`config.mk`:
```
export PLATFORM = sky130hd
export DESIGN_NAME = dpll_ramp_core
export DESIGN_NICKNAME = d
export VERILOG_FILES = /design/src/rtl/dpll_ramp_pkg.sv /design/src/rtl/dpll_phase_acc.sv /design/src/rtl/dpll_phase_det.sv /design/src/rtl/dpll_lock_det.sv /design/src/rtl/dpll_ramp_core.sv
export SDC_FILE = /design/constraint.sdc
export NUM_CORES = 1
export LEC_CHECK = 0
export ABC_AREA = 0
export CORE_ASPECT_RATIO = 1.75
export CORE_MARGIN = 5
export CORE_UTILIZATION = 35
export DETAILED_ROUTE_END_ITERATION = 6
export DONT_BUFFER_PORTS = 1
export GPL_ROUTABILITY_DRIVEN = 0
export GPL_TIMING_DRIVEN = 0
export PLACE_DENSITY_LB_ADDON = 0.12
export SETUP_SLACK_MARGIN = 0.5
export SLEW_MARGIN = 0
export SYNTH_ARGS = -nofsm -noshare
export SYNTH_HDL_FRONTEND = slang
export SYNTH_SLANG_ARGS = --single-unit
```
`constraint.sdc`:
```
create_clock -name clk -period 8.26 [get_ports clk]
set_clock_uncertainty 0.15 [all_clocks]
set_input_delay 1.652 -clock clk [delete_from_list [all_inputs] [get_ports clk]]
set_output_delay 1.652 -clock clk [all_outputs]
set_load 0.01 [all_outputs]
```
`src/rtl/dpll_ramp_pkg.sv`:
```
package dpll_ramp_pkg;

   // implementation choice for the loop gain scaler
   typedef enum logic {
      GAIN_MULT     = 1'b0,
      GAIN_SHIFTADD = 1'b1
   } gain_impl_e;

   // lock detector state
   typedef enum logic {
      LK_SEARCH = 1'b0,
      LK_HELD   = 1'b1
   } lock_state_e;

endpackage

```
`src/rtl/dpll_phase_acc.sv`:
```
module dpll_phase_acc #(
   parameter int PHASE_W = 12,
   parameter int STEP_W  = 12
) (
   input  logic               clk,
   input  logic               rst,
   input  logic [STEP_W-1:0]  step,
   output logic [PHASE_W-1:0] phase
);

   if (STEP_W > PHASE_W) begin : g_bad_step
      $error("dpll_phase_acc: STEP_W must not exceed PHASE_W");
   end
   if (PHASE_W < 2) begin : g_bad_w
      $error("dpll_phase_acc: PHASE_W too small");
   end

   logic [PHASE_W-1:0] nxt;

   // natural overflow gives the sawtooth reset at every wrap
   assign nxt = phase + PHASE_W'(step);

   always_ff @(posedge clk) begin
      if (rst) begin
         phase <= '0;
      end else begin
         phase <= nxt;
      end
   end

endmodule

```
`src/rtl/dpll_phase_det.sv`:
```
module dpll_phase_det
   import dpll_ramp_pkg::*;
#(
   parameter int         PHASE_W    = 12,
   parameter int         FREQ_W     = 12,
   parameter int         CENTER     = 100,
   parameter int         GAIN       = 3,
   parameter int         GAIN_SHIFT = 3,
   parameter gain_impl_e GAIN_IMPL  = GAIN_MULT
) (
   input  logic [PHASE_W-1:0]        ref_ph,
   input  logic [PHASE_W-1:0]        fb_ph,
   output logic signed [PHASE_W-1:0] err,
   output logic [FREQ_W-1:0]         ctrl_next
);

   localparam int GW   = $clog2(GAIN + 1) + 1;
   localparam int PW   = PHASE_W + GW + 1;
   localparam int SW   = ((PW > FREQ_W) ? PW : FREQ_W) + 2;
   localparam int MAXC = (1 << FREQ_W) - 1;

   if (GAIN < 1) begin : g_bad_gain
      $error("dpll_phase_det: GAIN must be positive");
   end
   if (GAIN_SHIFT >= PW) begin : g_bad_shift
      $error("dpll_phase_det: GAIN_SHIFT too large");
   end
   if (CENTER < 0 || CENTER > MAXC) begin : g_bad_center
      $error("dpll_phase_det: CENTER outside tuning range");
   end
   if (FREQ_W > 30) begin : g_bad_fw
      $error("dpll_phase_det: FREQ_W too wide");
   end

   localparam logic signed [PW-1:0] GAIN_S = PW'(GAIN);
   localparam logic signed [SW-1:0] CTR_S  = SW'(CENTER);
   localparam logic signed [SW-1:0] MAX_S  = SW'(MAXC);

   logic [PHASE_W-1:0]       diff_u;
   logic signed [PW-1:0]     err_x;
   logic signed [PW-1:0]     scaled;
   logic signed [PW-1:0]     shifted;
   logic signed [SW-1:0]     sum;

   // subtractor; modulo wrap comes from the fixed width
   assign diff_u = ref_ph - fb_ph;
   assign err    = signed'(diff_u);
   assign err_x  = PW'(err);

   if (GAIN_IMPL == GAIN_MULT) begin : g_mult
      assign scaled = err_x * GAIN_S;
   end else begin : g_shiftadd
      logic signed [PW-1:0] part [GW+1];
      assign part[0] = '0;
      for (genvar i = 0; i < GW; i++) begin : g_term
         if (((GAIN >> i) & 1) != 0) begin : g_on
            assign part[i+1] = part[i] + (err_x <<< i);
         end else begin : g_off
            assign part[i+1] = part[i];
         end
      end
      assign scaled = part[GW];
   end

   assign shifted = scaled >>> GAIN_SHIFT;
   assign sum     = CTR_S + SW'(shifted);

   always_comb begin
      if (sum < 0) begin
         ctrl_next = '0;
      end else if (sum > MAX_S) begin
         ctrl_next = FREQ_W'(MAXC);
      end else begin
         ctrl_next = sum[FREQ_W-1:0];
      end
   end

endmodule

```
`src/rtl/dpll_lock_det.sv`:
```
module dpll_lock_det
   import dpll_ramp_pkg::*;
#(
   parameter int PHASE_W    = 12,
   parameter int THRESH     = 64,
   parameter int LOCK_COUNT = 16
) (
   input  logic                      clk,
   input  logic                      rst,
   input  logic signed [PHASE_W-1:0] err,
   input  logic                      wrap_tick,
   output logic                      locked
);

   localparam int CW = $clog2(LOCK_COUNT + 1);

   if (LOCK_COUNT < 1) begin : g_bad_cnt
      $error("dpll_lock_det: LOCK_COUNT must be positive");
   end
   if (THRESH < 1 || THRESH > (1 << (PHASE_W - 1))) begin : g_bad_th
      $error("dpll_lock_det: THRESH outside error range");
   end

   localparam logic [PHASE_W:0] TH_U   = (PHASE_W+1)'(THRESH);
   localparam logic [CW-1:0]    LAST   = CW'(LOCK_COUNT - 1);
   localparam logic [CW-1:0]    FULL   = CW'(LOCK_COUNT);

   logic [PHASE_W-1:0] mag;
   logic               below;
   logic [CW-1:0]      run_cnt;
   lock_state_e        state;

   // magnitude of -2^(W-1) is correct as an unsigned W-bit value
   assign mag   = err[PHASE_W-1] ? PHASE_W'(-err) : PHASE_W'(err);
   assign below = {1'b0, mag} < TH_U;

   always_ff @(posedge clk) begin
      if (rst) begin
         run_cnt <= '0;
         state   <= LK_SEARCH;
      end else if (!below) begin
         run_cnt <= '0;
         state   <= LK_SEARCH;
      end else if (wrap_tick) begin
         if (run_cnt != FULL) begin
            run_cnt <= run_cnt + 1'b1;
         end
         if (run_cnt == LAST) begin
            state <= LK_HELD;
         end
      end
   end

   assign locked = (state == LK_HELD);

endmodule

```
`src/rtl/dpll_ramp_core.sv`:
```
module dpll_ramp_core
   import dpll_ramp_pkg::*;
#(
   parameter int         PHASE_W     = 12,
   parameter int         FREQ_W      = 12,
   parameter int         CENTER      = 100,
   parameter int         GAIN        = 3,
   parameter int         GAIN_SHIFT  = 3,
   parameter gain_impl_e GAIN_IMPL   = GAIN_MULT,
   parameter int         LOCK_THRESH = 64,
   parameter int         LOCK_COUNT  = 16
) (
   input  logic                      clk,
   input  logic                      rst,
   input  logic [FREQ_W-1:0]         ref_freq,
   input  logic [PHASE_W-1:0]        phase_off,
   output logic [PHASE_W-1:0]        ref_ramp,
   output logic [PHASE_W-1:0]        osc_ramp,
   output logic signed [PHASE_W-1:0] phase_err,
   output logic [FREQ_W-1:0]         ctrl_word,
   output logic                      locked
);

   if (PHASE_W < 4) begin : g_bad_pw
      $error("dpll_ramp_core: PHASE_W too small");
   end
   if (FREQ_W > PHASE_W) begin : g_bad_fw
      $error("dpll_ramp_core: FREQ_W must not exceed PHASE_W");
   end

   logic [PHASE_W-1:0] ref_acc;
   logic [PHASE_W:0]   ref_sum;
   logic               ref_wrap;
   logic [FREQ_W-1:0]  ctrl_q;
   logic [FREQ_W-1:0]  ctrl_d;

   dpll_phase_acc #(
      .PHASE_W (PHASE_W),
      .STEP_W  (FREQ_W)
   ) u_ref_acc (
      .clk   (clk),
      .rst   (rst),
      .step  (ref_freq),
      .phase (ref_acc)
   );

   dpll_phase_acc #(
      .PHASE_W (PHASE_W),
      .STEP_W  (FREQ_W)
   ) u_osc_acc (
      .clk   (clk),
      .rst   (rst),
      .step  (ctrl_q),
      .phase (osc_ramp)
   );

   assign ref_ramp = ref_acc + phase_off;

   // reference wrap at this edge: carry out of the accumulator add
   assign ref_sum  = {1'b0, ref_acc} + (PHASE_W+1)'(ref_freq);
   assign ref_wrap = ref_sum[PHASE_W];

   dpll_phase_det #(
      .PHASE_W    (PHASE_W),
      .FREQ_W     (FREQ_W),
      .CENTER     (CENTER),
      .GAIN       (GAIN),
      .GAIN_SHIFT (GAIN_SHIFT),
      .GAIN_IMPL  (GAIN_IMPL)
   ) u_det (
      .ref_ph    (ref_ramp),
      .fb_ph     (osc_ramp),
      .err       (phase_err),
      .ctrl_next (ctrl_d)
   );

   always_ff @(posedge clk) begin
      if (rst) begin
         ctrl_q <= FREQ_W'(CENTER);
      end else begin
         ctrl_q <= ctrl_d;
      end
   end

   assign ctrl_word = ctrl_q;

   dpll_lock_det #(
      .PHASE_W    (PHASE_W),
      .THRESH     (LOCK_THRESH),
      .LOCK_COUNT (LOCK_COUNT)
   ) u_lock (
      .clk       (clk),
      .rst       (rst),
      .err       (phase_err),
      .wrap_tick (ref_wrap),
      .locked    (locked)
   );

endmodule

```
==> impl_metrics.ini, run 1 <==
[synthesis]
ys_ff_latch = 42
syn_nets = 626
synth_warnings = 0
synthArstFlopShare = 0
syn-cell-area_um2 = 4320
post_synth_inst_count = 521
yosys-top-cells-area = ha_1 (21%), dfxtp_1 (19%), xnor2_1 (6.1%)
ys.flop_type = dfxtp_1
yosysTopAreaCellShare = 0.214
synth-edff-count = 0
yosysTopAreaCell = ha_1
synth_cell_types = 70
synth-seq-area-share = 0.195
avgSynthCellArea_um2 = 8.29

[setup_path]
critical_path_arrival_ns = 7.53
r2r_start = u_ref_acc.phase[0]
start_kind = primary input
path_class = primary input to flip-flop
required_ns = 8.28
crit_fanout = 7
crit-reg2reg-capture = ctrl_word[1]
critPathCaptureType = flip-flop
r2r_cells = 23
ff2ff_setup_slack_ns = 1.76

[sta]
clock.fmax_mhz = 133
worst_pin_slew_ns = 0.898
period_needed_ns = 7.51
slew_violations = 0
fin_tns_setup_ns = 0
setup_violations = 0
hold-worst-slack_ns = 0.390
hold_viol_final = 0
slew_headroom = 0.393
fin_ws_ns = 0.745
period_share = 0.910
rsz0062_at_grt = no

[die]
die_area_um2 = 14700
fp.dieW_um = 94.0
coreArea_um2 = 12100
io_pins = 75
fp.dieH_um = 157
initial_utilization = 0.358
num_rows = 53

[placed_design]
hpwl_um = 9690
place_area_um2 = 4530
port_buffers = 0
post-place-ws_ns = -0.754

[hold_path]
worstHoldEndpoint = u_lock.run_cnt[3]
hold_depth = 2
hold_path.class = flip-flop to flip-flop
hp-start = u_lock.run_cnt[3]

[finish]
drive_gt1_frac = 0.107
final_common_cell = ha_1
layout.nets = 638
final_cell_mix = ha_1 (70), nor2_1 (58), inv_1 (54)
final_area_um2 = 4860
n_antenna_cell = 0
fillCellCount = 1268
area_growth_syn_to_layout_pct = 12.6

[global_route]
grt_pass1_wl_um = 18400
grt_pass1_vias = 3779
grt_max_degree = 13
grt_util_all_layers = 0.159
grt-ovfl-total = 0
antenna_found_initial = 0

[routing]
drt_wl_total_um = 11300
via_per_inst = 5.18
first_pass_iters = 4
vias = 3624
drc = 0
ant_nets = 0
drt_iter0_drc = 113
wl_per_cell_um = 16.2

[clocking]
cts-root-buf = clkbuf_16
hold_buffers = 0
clkTransAtPathRegs_ns = 0.06
h-tree-depth = 2
cts_tree = built
clock_path_buffers = 2
insertion_delay_ns = 0.29
clkSinkCount = 42
numCtsBuffers = 5

[status]
status = complete, no violations

[run]
drv_cap = 0
-- cell families after synthesis --
kind of cell | share of synthesized area
compound gates | 0.210
xor+xnor | 0.0983
fa+ha+maj | 0.240
buf+inv | 0.0571
flops | 0.195
mux | 0.00957
simple gates | 0.190
-- sequential cells by signal, indices dropped and copies added, names as in the netlist --
register,flops
ctrl_word,12
u_lock.locked,1
u_lock.run_cnt,5
u_osc_acc.phase,12
u_ref_acc.phase,12
-- cells in the mapped netlist (3+ instances only) --
| library cell | count |
|---|---|
| fa_1 | 5 |
| nand2_1 | 18 |
| a21o_1 | 15 |
| xnor2_1 | 30 |
| a211oi_1 | 3 |
| inv_1 | 55 |
| xor2_1 | 14 |
| o211a_1 | 3 |
| o21ai_0 | 20 |
| mux2i_1 | 3 |
| nor2b_1 | 11 |
| ha_1 | 74 |
| and2_1 | 6 |
| a31oi_1 | 7 |
| dfxtp_1 | 42 |
| a21oi_1 | 25 |
| o21a_1 | 6 |
| o211ai_1 | 5 |
| o21ai_1 | 4 |
| o21bai_1 | 7 |
| clkbuf_1 | 4 |
| or2_2 | 4 |
| o31ai_1 | 3 |
| nand4_1 | 3 |
| nand2b_1 | 8 |
| nor2_1 | 59 |
| and3_1 | 4 |
| nor3_1 | 17 |
| or3_1 | 4 |
| nand3_1 | 10 |
-- worst max-delay path, stage by stage --
cell and delay [ns]:
ha_2 0.19, inv_1 0.07, fa_2 0.40, buf_4 0.14, xnor2_1 0.34, ha_1 0.36
nor2b_1 0.16, o31a_1 0.32, o21ai_1 0.14, nand2b_1 0.10, xnor2_2 0.35, inv_1 0.21
ha_1 0.34, ha_1 0.33, nand2_1 0.08, a211oi_1 0.42, o221a_2 0.35, a21oi_1 0.09
a221oi_1 0.60, nor4_4 0.11, maj3_2 0.37, o21ai_4 0.30, nor2_1 0.09
-- worst max path at each step --
stage / start / to / cells after the start
2_1_floorplan: phase_off[0] / ctrl_word[1] / 32
3_3_place_gp: phase_off[0] / ctrl_word[8] / 32
3_5_place_dp: phase_off[0] / ctrl_word[8] / 32
4_1_cts: phase_off[0] / ctrl_word[8] / 32
5_1_grt: phase_off[0] / ctrl_word[7] / 33
6_report: phase_off[0] / ctrl_word[1] / 23
-- stage by stage --
stage	util	cells
floorplan	-	521
global placement	0.376	686
detailed placement	0.376	686
CTS	0.396	697
global route	0.403	699
finish	0.403	699
-- metal layers --
metal | part of all wire | vias to the layer above | track usage | wire (um)
met5 | 0 | - | 0 | 0
met4 | 0.018 | 0 | 0.0510 | 208
met3 | 0.049 | 9 | 0.0335 | 550
met2 | 0.58 | 55 | 0.326 | 6590
met1 | 0.35 | 1686 | 0.150 | 3980
li1 | - | 1874 | - | -
-- repair_timing --
| item | in CTS | in global routing |
|---|---|---|
| endpoints found under the setup margin | 13 | 13 |
| resized for setup | 15 | 17 |
| pin swaps | 9 | 11 |
| setup buffers | 3 | 2 |
-- final cells by class --
cell class,count,area (um2),area share
Timing Repair Buffer,5,37.5,0.00772
Clock inverter,1,30.0,0.00618
Inverter,56,215,0.0443
Sequential cell,42,841,0.173
Buffer,7,36.3,0.00746
Multi-Input combinational cell,416,3360,0.692
Tap cell,165,206,0.0425
Clock buffer,7,133,0.0273
Power of run 1 is left out: the tool's default activity adds up to more than one toggle a clock period on the data nets, which glitch-free logic cannot reach.
==> run 2: changes to the inputs <==
CAP_MARGIN = 20   (was default)
CORE_ASPECT_RATIO = 1.2   (was 1.75)
clock period = 8.4 ns   (was 8.26 ns; I/O delays follow)
==> run 2 against run 1 <==
Sequential share of layout area rose by 0.24 points; global-route usage fell by 0.87 points; register-to-register slack better by 0.15 ns; critical path type unchanged; critical endpoint is now ctrl_word[9].
==> impl_metrics.ini, run 2 (synthesis gave the netlist of run 1 again) <==
[setup_path]
required_ns = 8.41
crit_slowest_cell = nand4b_1
r2r_start = u_ref_acc.phase[0]
worstSetupStartpoint = phase_off[0]
crit-reg2reg-capture = ctrl_word[9]
slowest_delay_ns = 0.40
crit_path_end = ctrl_word[9]
crit_fanout = 8
path_class = primary input to flip-flop
ff2ff_setup_slack_ns = 1.91
critical_path_arrival_ns = 7.54
crit_top_cell = o21ai_1
critPathCaptureType = flip-flop
r2r_cells = 33
start_kind = primary input

[die]
fp.dieH_um = 132
die_area_um2 = 14700
coreArea_um2 = 12100
fp.dieW_um = 111
io_pins = 75
num_rows = 44
initial_utilization = 0.356

[placed_design]
dp_cells = 682
hpwl_um = 9340
port_buffers = 0
place_area_um2 = 4520

[routing]
first_pass_iters = 4
wl_per_cell_um = 15.9
drt_wl_total_um = 11100
drc = 0
via_per_inst = 5.21
drt_iter0_drc = 154
ant_nets = 0
vias = 3620

[sta]
slew_headroom = 0.461
fin_tns_setup_ns = 0
period_needed_ns = 7.53
worst_pin_slew_ns = 0.798
setup_violations = 0
period_share = 0.896
hold_viol_final = 0
clock.fmax_mhz = 133
slew_violations = 0
rsz0062_at_grt = no

[global_route]
grt_busiest_layer = met2
antenna_found_initial = 0
grt-ovfl-total = 0
met3_usage = 0.0317
met2_usage = 0.287
grt_util_all_layers = 0.150
grtUsageMet1 = 0.163
grt_max_degree = 13
grt_pass1_vias = 3743
grt_pass1_wl_um = 18100

[clocking]
hold_buffers = 0
clkTransAtPathRegs_ns = 0.06
h-tree-depth = 2
cts-root-buf = clkbuf_16
clkSinkCount = 42
cts_tree = built
numCtsBuffers = 5
insertion_delay_ns = 0.28
clock_path_buffers = 2

[finish]
seq_area_um2 = 841
fin_cells = 695
multi_input_area_um2 = 3320
final_area_um2 = 4790
fillCellCount = 1268
final_cell_mix = ha_1 (71), nor2_1 (59), inv_1 (54)
layout.nets = 639
n_antenna_cell = 0
area_growth_syn_to_layout_pct = 11.1
drive_gt1_frac = 0.0936
final_common_cell = ha_1

[run]
drv_cap = 0

[hold_path]
hold_depth = 2
hold_path.class = flip-flop to flip-flop

[status]
status = complete, no violations
run 2: worst min-delay path by stage:
stage	startpoint	end	slack, ns
global placement	u_lock.run_cnt[4]	u_lock.run_cnt[4]	0.37
CTS	u_lock.run_cnt[4]	u_lock.run_cnt[4]	0.39
global route	u_lock.run_cnt[4]	u_lock.run_cnt[4]	0.41
detailed placement	u_lock.run_cnt[4]	u_lock.run_cnt[4]	0.38
floorplan	u_lock.run_cnt[3]	u_lock.run_cnt[3]	0.34
finish	u_lock.run_cnt[4]	u_lock.run_cnt[4]	0.38
run 2: area by class of cell:
| cell class | instances | area share |
|---|---|---|
| Buffer | 7 | 0.00757 |
| Clock buffer | 6 | 0.0269 |
| Clock inverter | 1 | 0.00157 |
| Inverter | 56 | 0.0444 |
| Multi-Input combinational cell | 416 | 0.693 |
| Sequential cell | 42 | 0.175 |
| Tap cell | 161 | 0.0420 |
| Timing Repair Buffer | 6 | 0.00939 |
run 2: critical path, delay by kind of cell:
| kind | cells | cell delay (ns) |
|---|---|---|
| fa+ha+maj | 6 | 1.84 |
| compound gates | 12 | 1.83 |
| simple gates | 9 | 1.57 |
| buf+inv | 6 | 0.61 |
run 2: what timing repair did:
item / in CTS / in global routing
gates resized for setup: 12 / 12
setup buffers: 3 / 3
pin swaps: 5 / 9
cloned: 0 / 0
endpoints found under the setup margin: 13 / 12
run 2: per-stage QoR:
step / util / hold slack, ns / setup slack [ns]
after detailed placement: 0.373 / 0.376 / -0.662
after CTS: 0.391 / 0.385 / 0.584
final: 0.396 / 0.380 / 0.871
after global routing: 0.396 / 0.411 / 0.479
after floorplan: - / 0.344 / 0.541
after global placement: 0.373 / 0.373 / -0.629
run 2: layer usage:
| metal | share of wire | vias up |
|---|---|---|
| li1 | - | 1877 |
| met1 | 0.42 | 1667 |
| met3 | 0.044 | 14 |
| met4 | 0.019 | 0 |
| met5 | 0 | - |
| met2 | 0.52 | 62 |
Power of run 2 is left out for the same reason.
==> run 3: changes to the inputs <==
CORE_ASPECT_RATIO = default   (was 1.2)
==> run 3 against run 2 <==
Register-to-register slack lost 0.03 ns; critical path depth decreased by 1; wire length fell by 2.5%; flip-flop and latch count did not move; count of clock-buffer cells in the layout did not move; fmax fell by 0.45%; worst setup slack got worse by 0.034 ns; critical path type unchanged; highest routed layer unchanged.
==> impl_metrics.ini, run 3 (synthesis gave the netlist of run 1 again) <==
[status]
status = complete, no violations

[clocking]
clkSinkCount = 42
clock_path_buffers = 2
cts_tree = built
cts-root-buf = clkbuf_16
insertion_delay_ns = 0.28
h-tree-depth = 2
clkTransAtPathRegs_ns = 0.06
hold_buffers = 0
numCtsBuffers = 5

[global_route]
grt_pass1_vias = 3573
grt_max_degree = 13
grt_pass1_wl_um = 17200
grt_util_all_layers = 0.146
grt-ovfl-total = 0
antenna_found_initial = 0

[setup_path]
ff2ff_setup_slack_ns = 1.88
path_class = primary input to flip-flop
critical_path.top_delay_family = compound AO/OA/AOI/OAI gates
critical_path_arrival_ns = 7.58
critPathCaptureType = flip-flop
path_buf_inv = 5
r2r_start = u_ref_acc.phase[0]
start_kind = primary input
crit-reg2reg-capture = ctrl_word[9]
required_ns = 8.41
slowest_delay_ns = 0.41
crit_slowest_cell = fa_1
crit_fanout = 8
r2r_cells = 32

[die]
die_area_um2 = 14700
num_rows = 40
fp.dieH_um = 121
io_pins = 75
coreArea_um2 = 12100
initial_utilization = 0.358
fp.dieW_um = 121

[sta]
worst_pin_slew_ns = 0.868
rsz0062_at_grt = no
slew_violations = 0
hold_viol_final = 0
period_needed_ns = 7.56
period_share = 0.900
hold-worst-slack_ns = 0.392
slew_headroom = 0.414
setup_violations = 0
clock.fmax_mhz = 132

[finish]
post-route-util = 0.396
final_cell_mix = ha_1 (72), nor2_1 (59), inv_1 (54)
final_common_cell = ha_1
n_antenna_cell = 0
area_growth_syn_to_layout_pct = 10.7
drive_gt1_frac = 0.0846
layout.nets = 637
final_area_um2 = 4780

[hold_path]
hold_depth = 2
hp-start = u_lock.run_cnt[4]
hold_path.class = flip-flop to flip-flop
worstHoldEndpoint = u_lock.run_cnt[4]

[routing]
wl_per_cell_um = 15.4
vias = 3616
drt_wl_total_um = 10800
via_per_inst = 5.17
ant_nets = 0
drt_iter0_drc = 99
drc = 0
first_pass_iters = 4

[placed_design]
hpwl_um = 9230
port_buffers = 0
place_area_um2 = 4530

[run]
drv_cap = 0
==> run 3: worst max-delay path by stage <==
stage | start | endpoint | cells after the start
detailed placement | phase_off[0] | ctrl_word[9] | 32
global route | phase_off[0] | ctrl_word[8] | 32
floorplan | phase_off[0] | ctrl_word[1] | 32
global placement | phase_off[0] | ctrl_word[9] | 32
finish | phase_off[0] | ctrl_word[9] | 32
CTS | phase_off[0] | ctrl_word[9] | 31
==> run 3: per-layer routing <==
| layer | GRT usage | share of wire | vias up |
|---|---|---|---|
| li1 | - | - | 1879 |
| met1 | 0.161 | 0.43 | 1672 |
| met2 | 0.278 | 0.51 | 61 |
| met3 | 0.0350 | 0.053 | 4 |
| met4 | 0.0382 | 0.0084 | 0 |
| met5 | 0 | 0 | - |
==> run 3: layout make-up <==
class	instances	area (um2)
tap	168	210
fill	1238	7280
clock buffer	6	129
buffer	7	36.3
multi-input combinational	416	3310
clock inverter	1	7.51
inverter	56	213
sequential	42	841
timing repair buffer	4	30.0
==> run 3: timing repair <==
action	4_1_cts	5_1_grt
resized for setup	12	7
pin swaps	5	8
setup buffers	2	2
setup endpoints to repair	13	12
==> run 3: per-stage QoR <==
step	setup TNS (ns)	instances	setup WS (ns)
after detailed placement	-6.65	689	-0.671
after global routing	0	700	0.500
final	0	700	0.837
after floorplan	0	521	0.541
after global placement	-6.15	689	-0.612
after CTS	0	698	0.523
==> run 3: worst min-delay path, delay by kind of cell, from the launching register on <==
family / cells / cell delay [ns]
AOI/OAI and AO/OA: 1 / 0.06
DFF: 1 / 0.31
and+or+nand+nor: 1 / 0.13
Power of run 3 is left out for the same reason.
